## config.mk

```make
export PLATFORM = sky130hd
export DESIGN_NAME = cr_vec_seq
export DESIGN_NICKNAME = d
export VERILOG_FILES = /design/src/rtl/cr_seq_pkg.sv /design/src/rtl/cr_field_file.sv /design/src/rtl/cr_elem_unit.sv /design/src/rtl/cr_seq_ctrl.sv /design/src/rtl/cr_vec_seq.sv
export SDC_FILE = /design/constraint.sdc
export NUM_CORES = 2
export LEC_CHECK = 0
export BUFFER_PORTS_ARGS = -buffer_cell sky130_fd_sc_hd__buf_2
export CAP_MARGIN = 20
export CORE_MARGIN = 1.5
export CORE_UTILIZATION = 45
export CTS_CLUSTER_SIZE = 10
export DETAILED_ROUTE_END_ITERATION = 7
export MAX_ROUTING_LAYER = met4
export PLACE_DENSITY = 0.65
export SLEW_MARGIN = 20
export SYNTH_ARGS = -nofsm -noshare
export SYNTH_HDL_FRONTEND = slang
export SYNTH_SLANG_ARGS = --single-unit
```

## constraint.sdc

```tcl
create_clock -name clk -period 7.3 [get_ports clk]
set_input_delay 0 -clock clk [delete_from_list [all_inputs] [get_ports clk]]
set_output_delay 0 -clock clk [all_outputs]
set_load 0.005 [all_outputs]
```

## src/rtl/cr_seq_pkg.sv

```systemverilog
package cr_seq_pkg;
  localparam int FW = 4;

  typedef struct packed {
    logic       zz;
    logic       snz;
    logic [1:0] sel;
    logic       rgi;
    logic [1:0] lo;
  } mode_t;

  localparam logic [1:0] SEL_PLAIN  = 2'b00;
  localparam logic [1:0] SEL_REDUCE = 2'b10;
endpackage

```

## src/rtl/cr_field_file.sv

```systemverilog
module cr_field_file
  import cr_seq_pkg::*;
#(
  parameter int NF  = 128,
  parameter int NRD = 4,
  localparam int AW = $clog2(NF)
) (
  input  logic                    clk,
  input  logic                    rst_n,
  input  logic                    host_we,
  input  logic [AW-1:0]           host_waddr,
  input  logic [FW-1:0]           host_wdata,
  input  logic                    seq_we,
  input  logic [AW-1:0]           seq_waddr,
  input  logic [FW-1:0]           seq_wdata,
  input  logic [NRD-1:0][AW-1:0]  raddr,
  output logic [NRD-1:0][FW-1:0]  rdata
);
  logic [FW-1:0] mem_q [NF];
  logic [FW-1:0] mem_n [NF];

  always_comb begin
    for (int f = 0; f < NF; f++) mem_n[f] = mem_q[f];
    if (seq_we)       mem_n[seq_waddr]  = seq_wdata;
    else if (host_we) mem_n[host_waddr] = host_wdata;
  end

  always_ff @(posedge clk or negedge rst_n) begin
    if (!rst_n) begin
      for (int f = 0; f < NF; f++) mem_q[f] <= '0;
    end else begin
      for (int f = 0; f < NF; f++) mem_q[f] <= mem_n[f];
    end
  end

  for (genvar r = 0; r < NRD; r++) begin : g_rd
    assign rdata[r] = mem_q[raddr[r]];
  end


  host_write_chk: assert property (@(posedge clk) disable iff (!rst_n)
    (host_we && !seq_we) |=> (mem_q[$past(host_waddr)] == $past(host_wdata)));
endmodule

```

## src/rtl/cr_elem_unit.sv

```systemverilog
module cr_elem_unit
  import cr_seq_pkg::*;
(
  input  logic [FW-1:0] a_fld,
  input  logic [FW-1:0] b_fld,
  input  logic [FW-1:0] t_fld,
  input  logic [3:0]    lut,
  input  logic          wide,
  input  logic [1:0]    a_sel,
  input  logic [1:0]    b_sel,
  input  logic [1:0]    t_sel,
  input  logic [1:0]    test_sel,
  input  logic          pred_bit,
  input  logic          dz,
  input  logic          sz,
  input  logic          snz,
  input  logic          ffirst,
  input  logic          inv,
  input  logic          vli,
  output logic          we,
  output logic [FW-1:0] wdata,
  output logic          fail
);
  logic [FW-1:0] wide_res;
  logic          narrow_res;
  logic [FW-1:0] new_fld;
  logic [FW-1:0] zero_fld;
  logic          test_val;
  logic          test_en;

  for (genvar k = 0; k < FW; k++) begin : g_lane
    assign wide_res[k] = lut[{a_fld[k], b_fld[k]}];
  end

  assign narrow_res = lut[{a_fld[a_sel], b_fld[b_sel]}];

  always_comb begin
    new_fld  = t_fld;
    zero_fld = t_fld;
    if (wide) begin
      new_fld  = wide_res;
      zero_fld = '0;
    end else begin
      new_fld[t_sel]  = narrow_res;
      zero_fld[t_sel] = 1'b0;
    end
  end

  assign test_val = pred_bit ? (wide ? wide_res[test_sel] : narrow_res) : snz;
  assign test_en  = ffirst & (pred_bit | sz);
  assign fail     = test_en & (test_val == inv);
  assign we       = (pred_bit | dz) & ~(fail & ~vli);
  assign wdata    = pred_bit ? new_fld : zero_fld;
endmodule

```

## src/rtl/cr_seq_ctrl.sv

```systemverilog
module cr_seq_ctrl #(
  parameter int MAXVL = 64,
  localparam int IW = $clog2(MAXVL),
  localparam int VW = $clog2(MAXVL + 1)
) (
  input  logic          clk,
  input  logic          rst_n,
  input  logic          start,
  input  logic [VW-1:0] vl_in,
  input  logic          rg_in,
  input  logic          vli,
  input  logic          elem_fail,
  output logic          busy,
  output logic [IW-1:0] idx,
  output logic          done,
  output logic [VW-1:0] vl_out
);
  logic          busy_q, busy_n;
  logic [IW-1:0] idx_q, idx_n;
  logic [IW-1:0] cnt_q, cnt_n;
  logic [VW-1:0] vl_q, vl_n;
  logic          rg_q, rg_n;
  logic          done_q, done_n;
  logic [VW-1:0] vlo_q, vlo_n;
  logic [VW-1:0] vl_eff;
  logic          last;

  assign vl_eff = (vl_in > VW'(MAXVL)) ? VW'(MAXVL) : vl_in;
  assign last   = (VW'(cnt_q) + VW'(1)) == vl_q;

  always_comb begin
    busy_n = busy_q;
    idx_n  = idx_q;
    cnt_n  = cnt_q;
    vl_n   = vl_q;
    rg_n   = rg_q;
    done_n = 1'b0;
    vlo_n  = vlo_q;
    if (!busy_q) begin
      if (start) begin
        vl_n  = vl_eff;
        rg_n  = rg_in;
        cnt_n = '0;
        if (vl_eff == '0) begin
          done_n = 1'b1;
          vlo_n  = '0;
        end else begin
          busy_n = 1'b1;
          idx_n  = rg_in ? IW'(vl_eff - VW'(1)) : '0;
        end
      end
    end else if (elem_fail) begin
      busy_n = 1'b0;
      done_n = 1'b1;
      vlo_n  = vli ? VW'(idx_q) + VW'(1) : VW'(idx_q);
    end else if (last) begin
      busy_n = 1'b0;
      done_n = 1'b1;
      vlo_n  = vl_q;
    end else begin
      cnt_n = cnt_q + IW'(1);
      idx_n = rg_q ? idx_q - IW'(1) : idx_q + IW'(1);
    end
  end

  always_ff @(posedge clk or negedge rst_n) begin
    if (!rst_n) begin
      busy_q <= 1'b0;
      idx_q  <= '0;
      cnt_q  <= '0;
      vl_q   <= '0;
      rg_q   <= 1'b0;
      done_q <= 1'b0;
      vlo_q  <= '0;
    end else begin
      busy_q <= busy_n;
      idx_q  <= idx_n;
      cnt_q  <= cnt_n;
      vl_q   <= vl_n;
      rg_q   <= rg_n;
      done_q <= done_n;
      vlo_q  <= vlo_n;
    end
  end

  assign busy   = busy_q;
  assign idx    = idx_q;
  assign done   = done_q;
  assign vl_out = vlo_q;


  done_pulse_chk: assert property (@(posedge clk) disable iff (!rst_n)
    done_q |=> !done_q);

  vl_bound_chk: assert property (@(posedge clk) disable iff (!rst_n)
    done_q |-> (vlo_q <= vl_q));

  fwd_step_chk: assert property (@(posedge clk) disable iff (!rst_n)
    (busy_q && !rg_q) |=> (!busy_q || idx_q == $past(idx_q) + IW'(1)));

  rev_step_chk: assert property (@(posedge clk) disable iff (!rst_n)
    (busy_q && rg_q) |=> (!busy_q || idx_q == $past(idx_q) - IW'(1)));
endmodule

```

## src/rtl/cr_vec_seq.sv

```systemverilog
module cr_vec_seq
  import cr_seq_pkg::*;
#(
  parameter int NFIELD = 128,
  parameter int MAXVL  = 64,
  localparam int AW = $clog2(NFIELD),
  localparam int IW = $clog2(MAXVL),
  localparam int VW = $clog2(MAXVL + 1)
) (
  input  logic             clk,
  input  logic             rst_n,
  input  logic             start,
  input  logic [6:0]       mode_word,
  input  logic [3:0]       op_lut,
  input  logic             field_wide,
  input  logic             a_is_vec,
  input  logic             b_is_vec,
  input  logic [AW-1:0]    a_base,
  input  logic [1:0]       a_sel,
  input  logic [AW-1:0]    b_base,
  input  logic [1:0]       b_sel,
  input  logic [AW-1:0]    t_base,
  input  logic [1:0]       t_sel,
  input  logic [MAXVL-1:0] pred_mask,
  input  logic [VW-1:0]    vl_in,
  output logic             busy,
  output logic             done,
  output logic [VW-1:0]    vl_out,
  input  logic             host_we,
  input  logic [AW-1:0]    host_waddr,
  input  logic [FW-1:0]    host_wdata,
  input  logic [AW-1:0]    host_raddr,
  output logic [FW-1:0]    host_rdata
);
  typedef struct packed {
    mode_t            mode;
    logic [3:0]       lut;
    logic             wide;
    logic             va;
    logic             vb;
    logic [AW-1:0]    ab;
    logic [1:0]       as;
    logic [AW-1:0]    bb;
    logic [1:0]       bs;
    logic [AW-1:0]    tb;
    logic [1:0]       ts;
    logic [MAXVL-1:0] pred;
  } cfg_t;

  cfg_t cfg_q, cfg_n;
  logic cfg_load;

  assign cfg_load = start & ~busy;

  always_comb begin
    cfg_n = cfg_q;
    if (cfg_load)
      cfg_n = '{mode: mode_t'(mode_word), lut: op_lut, wide: field_wide,
                va: a_is_vec, vb: b_is_vec, ab: a_base, as: a_sel,
                bb: b_base, bs: b_sel, tb: t_base, ts: t_sel, pred: pred_mask};
  end

  always_ff @(posedge clk or negedge rst_n) begin
    if (!rst_n) cfg_q <= '0;
    else        cfg_q <= cfg_n;
  end

  // mode decode
  logic ffirst, reduce, vli, inv, dz, sz, rg_start;
  assign ffirst   = cfg_q.mode.sel[0];
  assign reduce   = cfg_q.mode.sel == SEL_REDUCE;
  assign vli      = ffirst & cfg_q.mode.sel[1];
  assign inv      = ffirst & cfg_q.mode.rgi;
  assign dz       = (ffirst & cfg_q.wide) ? cfg_q.mode.zz : cfg_q.mode.lo[1];
  assign sz       = (ffirst & cfg_q.wide) ? cfg_q.mode.zz : cfg_q.mode.lo[0];
  assign rg_start = ~mode_word[3] & mode_word[2];

  logic [IW-1:0] idx;
  logic          elem_fail, elem_we, seq_we;
  logic [FW-1:0] elem_wdata;
  logic [AW-1:0] a_addr, b_addr, t_addr;
  logic [3:0][AW-1:0] raddr;
  logic [3:0][FW-1:0] rdata;

  assign a_addr = cfg_q.ab + (cfg_q.va ? AW'(idx) : '0);
  assign b_addr = cfg_q.bb + (cfg_q.vb ? AW'(idx) : '0);
  assign t_addr = cfg_q.tb + (reduce ? '0 : AW'(idx));
  assign raddr  = {host_raddr, t_addr, b_addr, a_addr};
  assign host_rdata = rdata[3];
  assign seq_we = busy & elem_we;

  cr_seq_ctrl #(.MAXVL(MAXVL)) u_ctrl (
    .clk(clk), .rst_n(rst_n), .start(start), .vl_in(vl_in), .rg_in(rg_start),
    .vli(vli), .elem_fail(elem_fail), .busy(busy), .idx(idx), .done(done),
    .vl_out(vl_out)
  );

  cr_elem_unit u_elem (
    .a_fld(rdata[0]), .b_fld(rdata[1]), .t_fld(rdata[2]), .lut(cfg_q.lut),
    .wide(cfg_q.wide), .a_sel(cfg_q.as), .b_sel(cfg_q.bs), .t_sel(cfg_q.ts),
    .test_sel(cfg_q.mode.lo), .pred_bit(cfg_q.pred[idx]), .dz(dz), .sz(sz),
    .snz(cfg_q.mode.snz), .ffirst(ffirst & busy), .inv(inv), .vli(vli),
    .we(elem_we), .wdata(elem_wdata), .fail(elem_fail)
  );

  cr_field_file #(.NF(NFIELD), .NRD(4)) u_file (
    .clk(clk), .rst_n(rst_n), .host_we(host_we), .host_waddr(host_waddr),
    .host_wdata(host_wdata), .seq_we(seq_we), .seq_waddr(t_addr),
    .seq_wdata(elem_wdata), .raddr(raddr), .rdata(rdata)
  );


  trunc_nowrite_chk: assert property (@(posedge clk) disable iff (!rst_n)
    (busy && elem_fail && !vli) |-> !seq_we);

  pred_skip_chk: assert property (@(posedge clk) disable iff (!rst_n)
    (busy && !cfg_q.pred[idx] && !dz) |-> !seq_we);

  fail_ends_chk: assert property (@(posedge clk) disable iff (!rst_n)
    (busy && elem_fail) |=> (done && !busy));
endmodule

```

==> results.txt <==
* Cell taking the most area after synthesis: sky130_fd_sc_hd__dfrtp_1
- Async set or reset register ratio after synthesis: 100.0%
* Parity-gate share of the synthesized area counting xor and xnor cells: less than 1%
- The worst setup path is captured at a register.
- Clock-pin slew was measured on the worst setup and hold paths at 0.06 ns.
- Data required time at the worst endpoint: around 7.9 ns
- CP dominant cell by count: sky130_fd_sc_hd__mux4_2
- Setup slack, reg-to-reg: roughly 0.088 ns
- Maximum number of pins on one net before global-route repair: between 150 and 200
* Clock root buffer: sky130_fd_sc_hd__clkbuf_16
* Delay-heaviest family, CP: multiplexers
* Starting DRT DRC Count: 9322
* Starting utilization of the core area: between 40% and 50%
* Worst-Skew Late Latency: between 0.7 and 0.8 ns
- Post-route antenna net violation count: 0
- Clock tree from TritonCTS: built
* Last weighted congestion value of the routability-driven placer: 1.064
* Final number of setup-violating endpoints: 0
- Yosys printed 0 warnings.
- Area delta synth->final: 13.10%
- The initial antenna violation count came to 10.
- Compound-gate portion of the synthesized area: about 20%
- The net count of the finished layout is between 5000 and 6000.
- After synthesis, flip-flops and latches occupy between 30% and 40% of the total area.
- First-pass GRT wire length: about 340 mm
- CTS saw 646 sinks.
- The mapped netlist covers roughly 51000 sq um.
- Height of the chip: 338.5 um
- The tool flagged a number of max-cap violations equal to 0.
- During I/O placement, the number of pins put on the boundary was roughly 150.
- Buf+Inv Stages, Crit Path: 4
* Total DRC errors in the routed layout: 1
- Average cell area after synthesis: 9.849 sq um
* IO Port Bufs: 146
- The die is ~340 um wide.
- Dividing the detail-routed via count by the number of cells gives 7.803.
* Worst path cell trace: and2_1 -> ha_4 -> inv_1 -> fa_4 -> buf_12 -> buf_4 -> mux4_2 -> mux4_2 -> a22oi_1 -> nand4_1 -> mux4_2 -> nand3b_1 -> mux2i_1 -> nor4_4 -> mux2_4 -> nand2_8 -> buf_12 -> mux2i_1 -> o221a_2
* Setup repair bufs after CTS: 0
- The final reports fail on DRC.
* Area of the die: about 110000 sq um
- The floorplan has around 120 rows.
* Arr. time, crit path: between 7 and 8 ns
* Max Clk Rate: between 0.1 and 0.15 GHz
- In the final timing run, aggregate negative setup slack is 0 ns.
- The hold violation total from the final report came to 0.
* Grt ovf: 0
- The clock passes through at most 3 buffers.
- The worst setup path is of the register to register kind.
- Worst Hold Class: input pin to register
- Period minus WS final: between 7 and 8 ns
- The HPWL after detailed placement is between 150 and 200 mm.
* Outcome: finished with violations
- Most common cell after layout, fill and taps aside: sky130_fd_sc_hd__nand3_1
* Wirelength per Cell: 35.40 um
- Measured against its own limit, the worst slew margin works out to approximately an eighth.
- Highest-count cells in the layout ignoring fill and taps: sky130_fd_sc_hd__nand3_1, sky130_fd_sc_hd__dfrtp_1, sky130_fd_sc_hd__nand2_1, sky130_fd_sc_hd__mux4_2, sky130_fd_sc_hd__o211a_1
- Actual slew at the worst max-slew pin: around 1.3 ns
- Slew Viols, Final: 0
- The top cell type by area accounts for between 30% and 40% of the synthesized area.
- After floorplanning, the core was sized to cover between 100000 and 150000 sq um.
- Cell with the biggest individual delay on the critical path: sky130_fd_sc_hd__fa_4
* Distinct cell type count after synthesis: 83
- Counting the buffers created by CTS gives ~80.
- Detailed routing inserted a total of roughly 52000 vias.
- Number of flip-flops and latches in the synthesized netlist: approximately 650
- For this run, the leading register cell type out of synthesis is sky130_fd_sc_hd__dfrtp_1.
- Count of flip-flops with a built-in enable after synthesis: 0
- Fraction of the cycle the final worst path needs: between 90% and 100%
- The final layout contains routed wiring with a total length of between 200 and 250 mm.
- Arithmetic-cell share of the synthesized area counting full adders, half adders and majority gates: 0.7755%
- Simple-Gate Fraction of Synth Area: 17.76%
* Unrepaired setup endpoints after global routing: false
- Across every metal layer, demand over resource in global routing totals around 41%.
- Top cells by area in the synthesized netlist: sky130_fd_sc_hd__dfrtp_1, sky130_fd_sc_hd__mux4_2, sky130_fd_sc_hd__nand3_1
- Maximum fanout along the worst path: 44
* Syn Inst Count: about 5100
- Vias in the first global route: a little under 50000
- The post-route netlist has around 20% of its cells at a drive strength greater than 1.
* Share of cell area taken by muxes after synthesis: about a quarter
* Maximum cell stage delay along the critical path: 1.00 ns
* Startpoint types: register
- Between clock sinks in the finished design, the worst skew comes to roughly 0.053 ns.
- After synthesis, the largest family of logic cells by area is multiplexers.
- First-pass detailed-route iteration total: 8
- The number of nets handed over by synthesis was roughly 5300.
* H-tree levels: 3
-- area by class of cell --
| cell class | count | area [sq um] |
|---|---|---|
| flip-flops and latches | 646 | 16170 |
| repair buffers | 457 | 4061 |
| fillers | 10001 | 53830 |
| clock buffers | 115 | 2400 |
| well taps | 1488 | 1862 |
| clock inverters | 14 | 168.9 |
| diodes | 13 | 32.53 |
| inverters | 89 | 334.1 |
| multi-input cells | 3882 | 32280 |
-- cell usage after synthesis (28+ instances only) --
master,n
sky130_fd_sc_hd__mux4_2,480
sky130_fd_sc_hd__o21ai_0,86
sky130_fd_sc_hd__o211a_1,349
sky130_fd_sc_hd__a222oi_1,28
sky130_fd_sc_hd__o22ai_1,265
sky130_fd_sc_hd__a221o_1,31
sky130_fd_sc_hd__a221oi_1,60
sky130_fd_sc_hd__nand3_1,821
sky130_fd_sc_hd__nor3_1,72
sky130_fd_sc_hd__inv_1,89
sky130_fd_sc_hd__nand2_1,539
sky130_fd_sc_hd__clkbuf_1,326
sky130_fd_sc_hd__nor4_1,34
sky130_fd_sc_hd__dfrtp_1,646
sky130_fd_sc_hd__a211oi_1,96
sky130_fd_sc_hd__a21o_1,75
sky130_fd_sc_hd__mux2i_1,59
sky130_fd_sc_hd__buf_2,96
sky130_fd_sc_hd__a21oi_1,128
sky130_fd_sc_hd__mux2_2,29
sky130_fd_sc_hd__nor2_1,333
sky130_fd_sc_hd__buf_1,90
-- tightest hold or removal path, delay by kind of cell --
kind | cells | cell delay, ns
buffers and inverters | 2 | 0.60
AND/OR/NAND/NOR | 2 | 0.08
-- path summary, 6_finish.rpt --
kind,from,endpoint,depth (start not counted)
max in group asynchronous,rst_n,u_file.mem_q[476],5
min,pred_mask[31],cfg_q[31],4
min in group asynchronous,rst_n,u_file.mem_q[330],4
min reg2reg,cfg_q[62],cfg_q[62],2
max,cfg_q[91],u_file.mem_q[476],19
max reg2reg,cfg_q[91],u_file.mem_q[476],19
-- routing by layer --
metal / share of wire [%] / routed length (um) / vias to the layer above / global-route usage (%)
met5: 0 / 0 / - / -
met4: 8.1 / 19300 / 0 / 27.15
met3: 16 / 37530 / 1233 / 16.21
met2: 41 / 98490 / 4988 / 56.57
met1: 35 / 82030 / 25794 / 50.79
li1: - / - / 20298 / -
-- state kept, by name, summed over array words and instances, names as in the netlist --
register and count:
u_file.mem_q 512, cfg_q 105, u_ctrl.vl_out 7, u_ctrl.vl_q 7, u_ctrl.cnt_q 6, u_ctrl.idx 6
u_ctrl.busy 1, u_ctrl.done 1, u_ctrl.rg_q 1
-- kinds of logic after synthesis --
| family | after synthesis |
|---|---|
| xor gates and xnor gates | 34 |
| AOI/OAI and AO/OA | 1282 |
| adders and majority gates | 29 |
| buffers and inverters | 616 |
| DFF | 646 |
| muxes | 587 |
| and+or+nand+nor | 1950 |
-- metrics by stage --
stage / instances / utilization, % / hold WS (ns) / setup slack, ns / area [sq um]
3_5_place_dp: 6435 / 48.05 / 0.02177 / 0.2622 / 53400
3_3_place_gp: 6435 / 48.05 / 0.01784 / 0.3454 / 53400
5_1_grt: 6701 / 51.56 / 0.02239 / 0.04779 / 57290
2_1_floorplan: 5144 / - / -0.2956 / 1.032 / 50660
6_report: 6704 / 51.56 / 0.02762 / 0.08776 / 57300
4_1_cts: 6691 / 51.52 / 0.006385 / 0.2568 / 57260
-- repair_timing --
action | CTS | global route
resized for setup | 0 | 1
hold buffers | 127 | 0
setup endpoints to repair | 0 | 4
hold endpoints to repair | 276 | 0
Power is not shown: default switching activity piles up to over one toggle a cycle in this logic, so the estimate is an artifact.
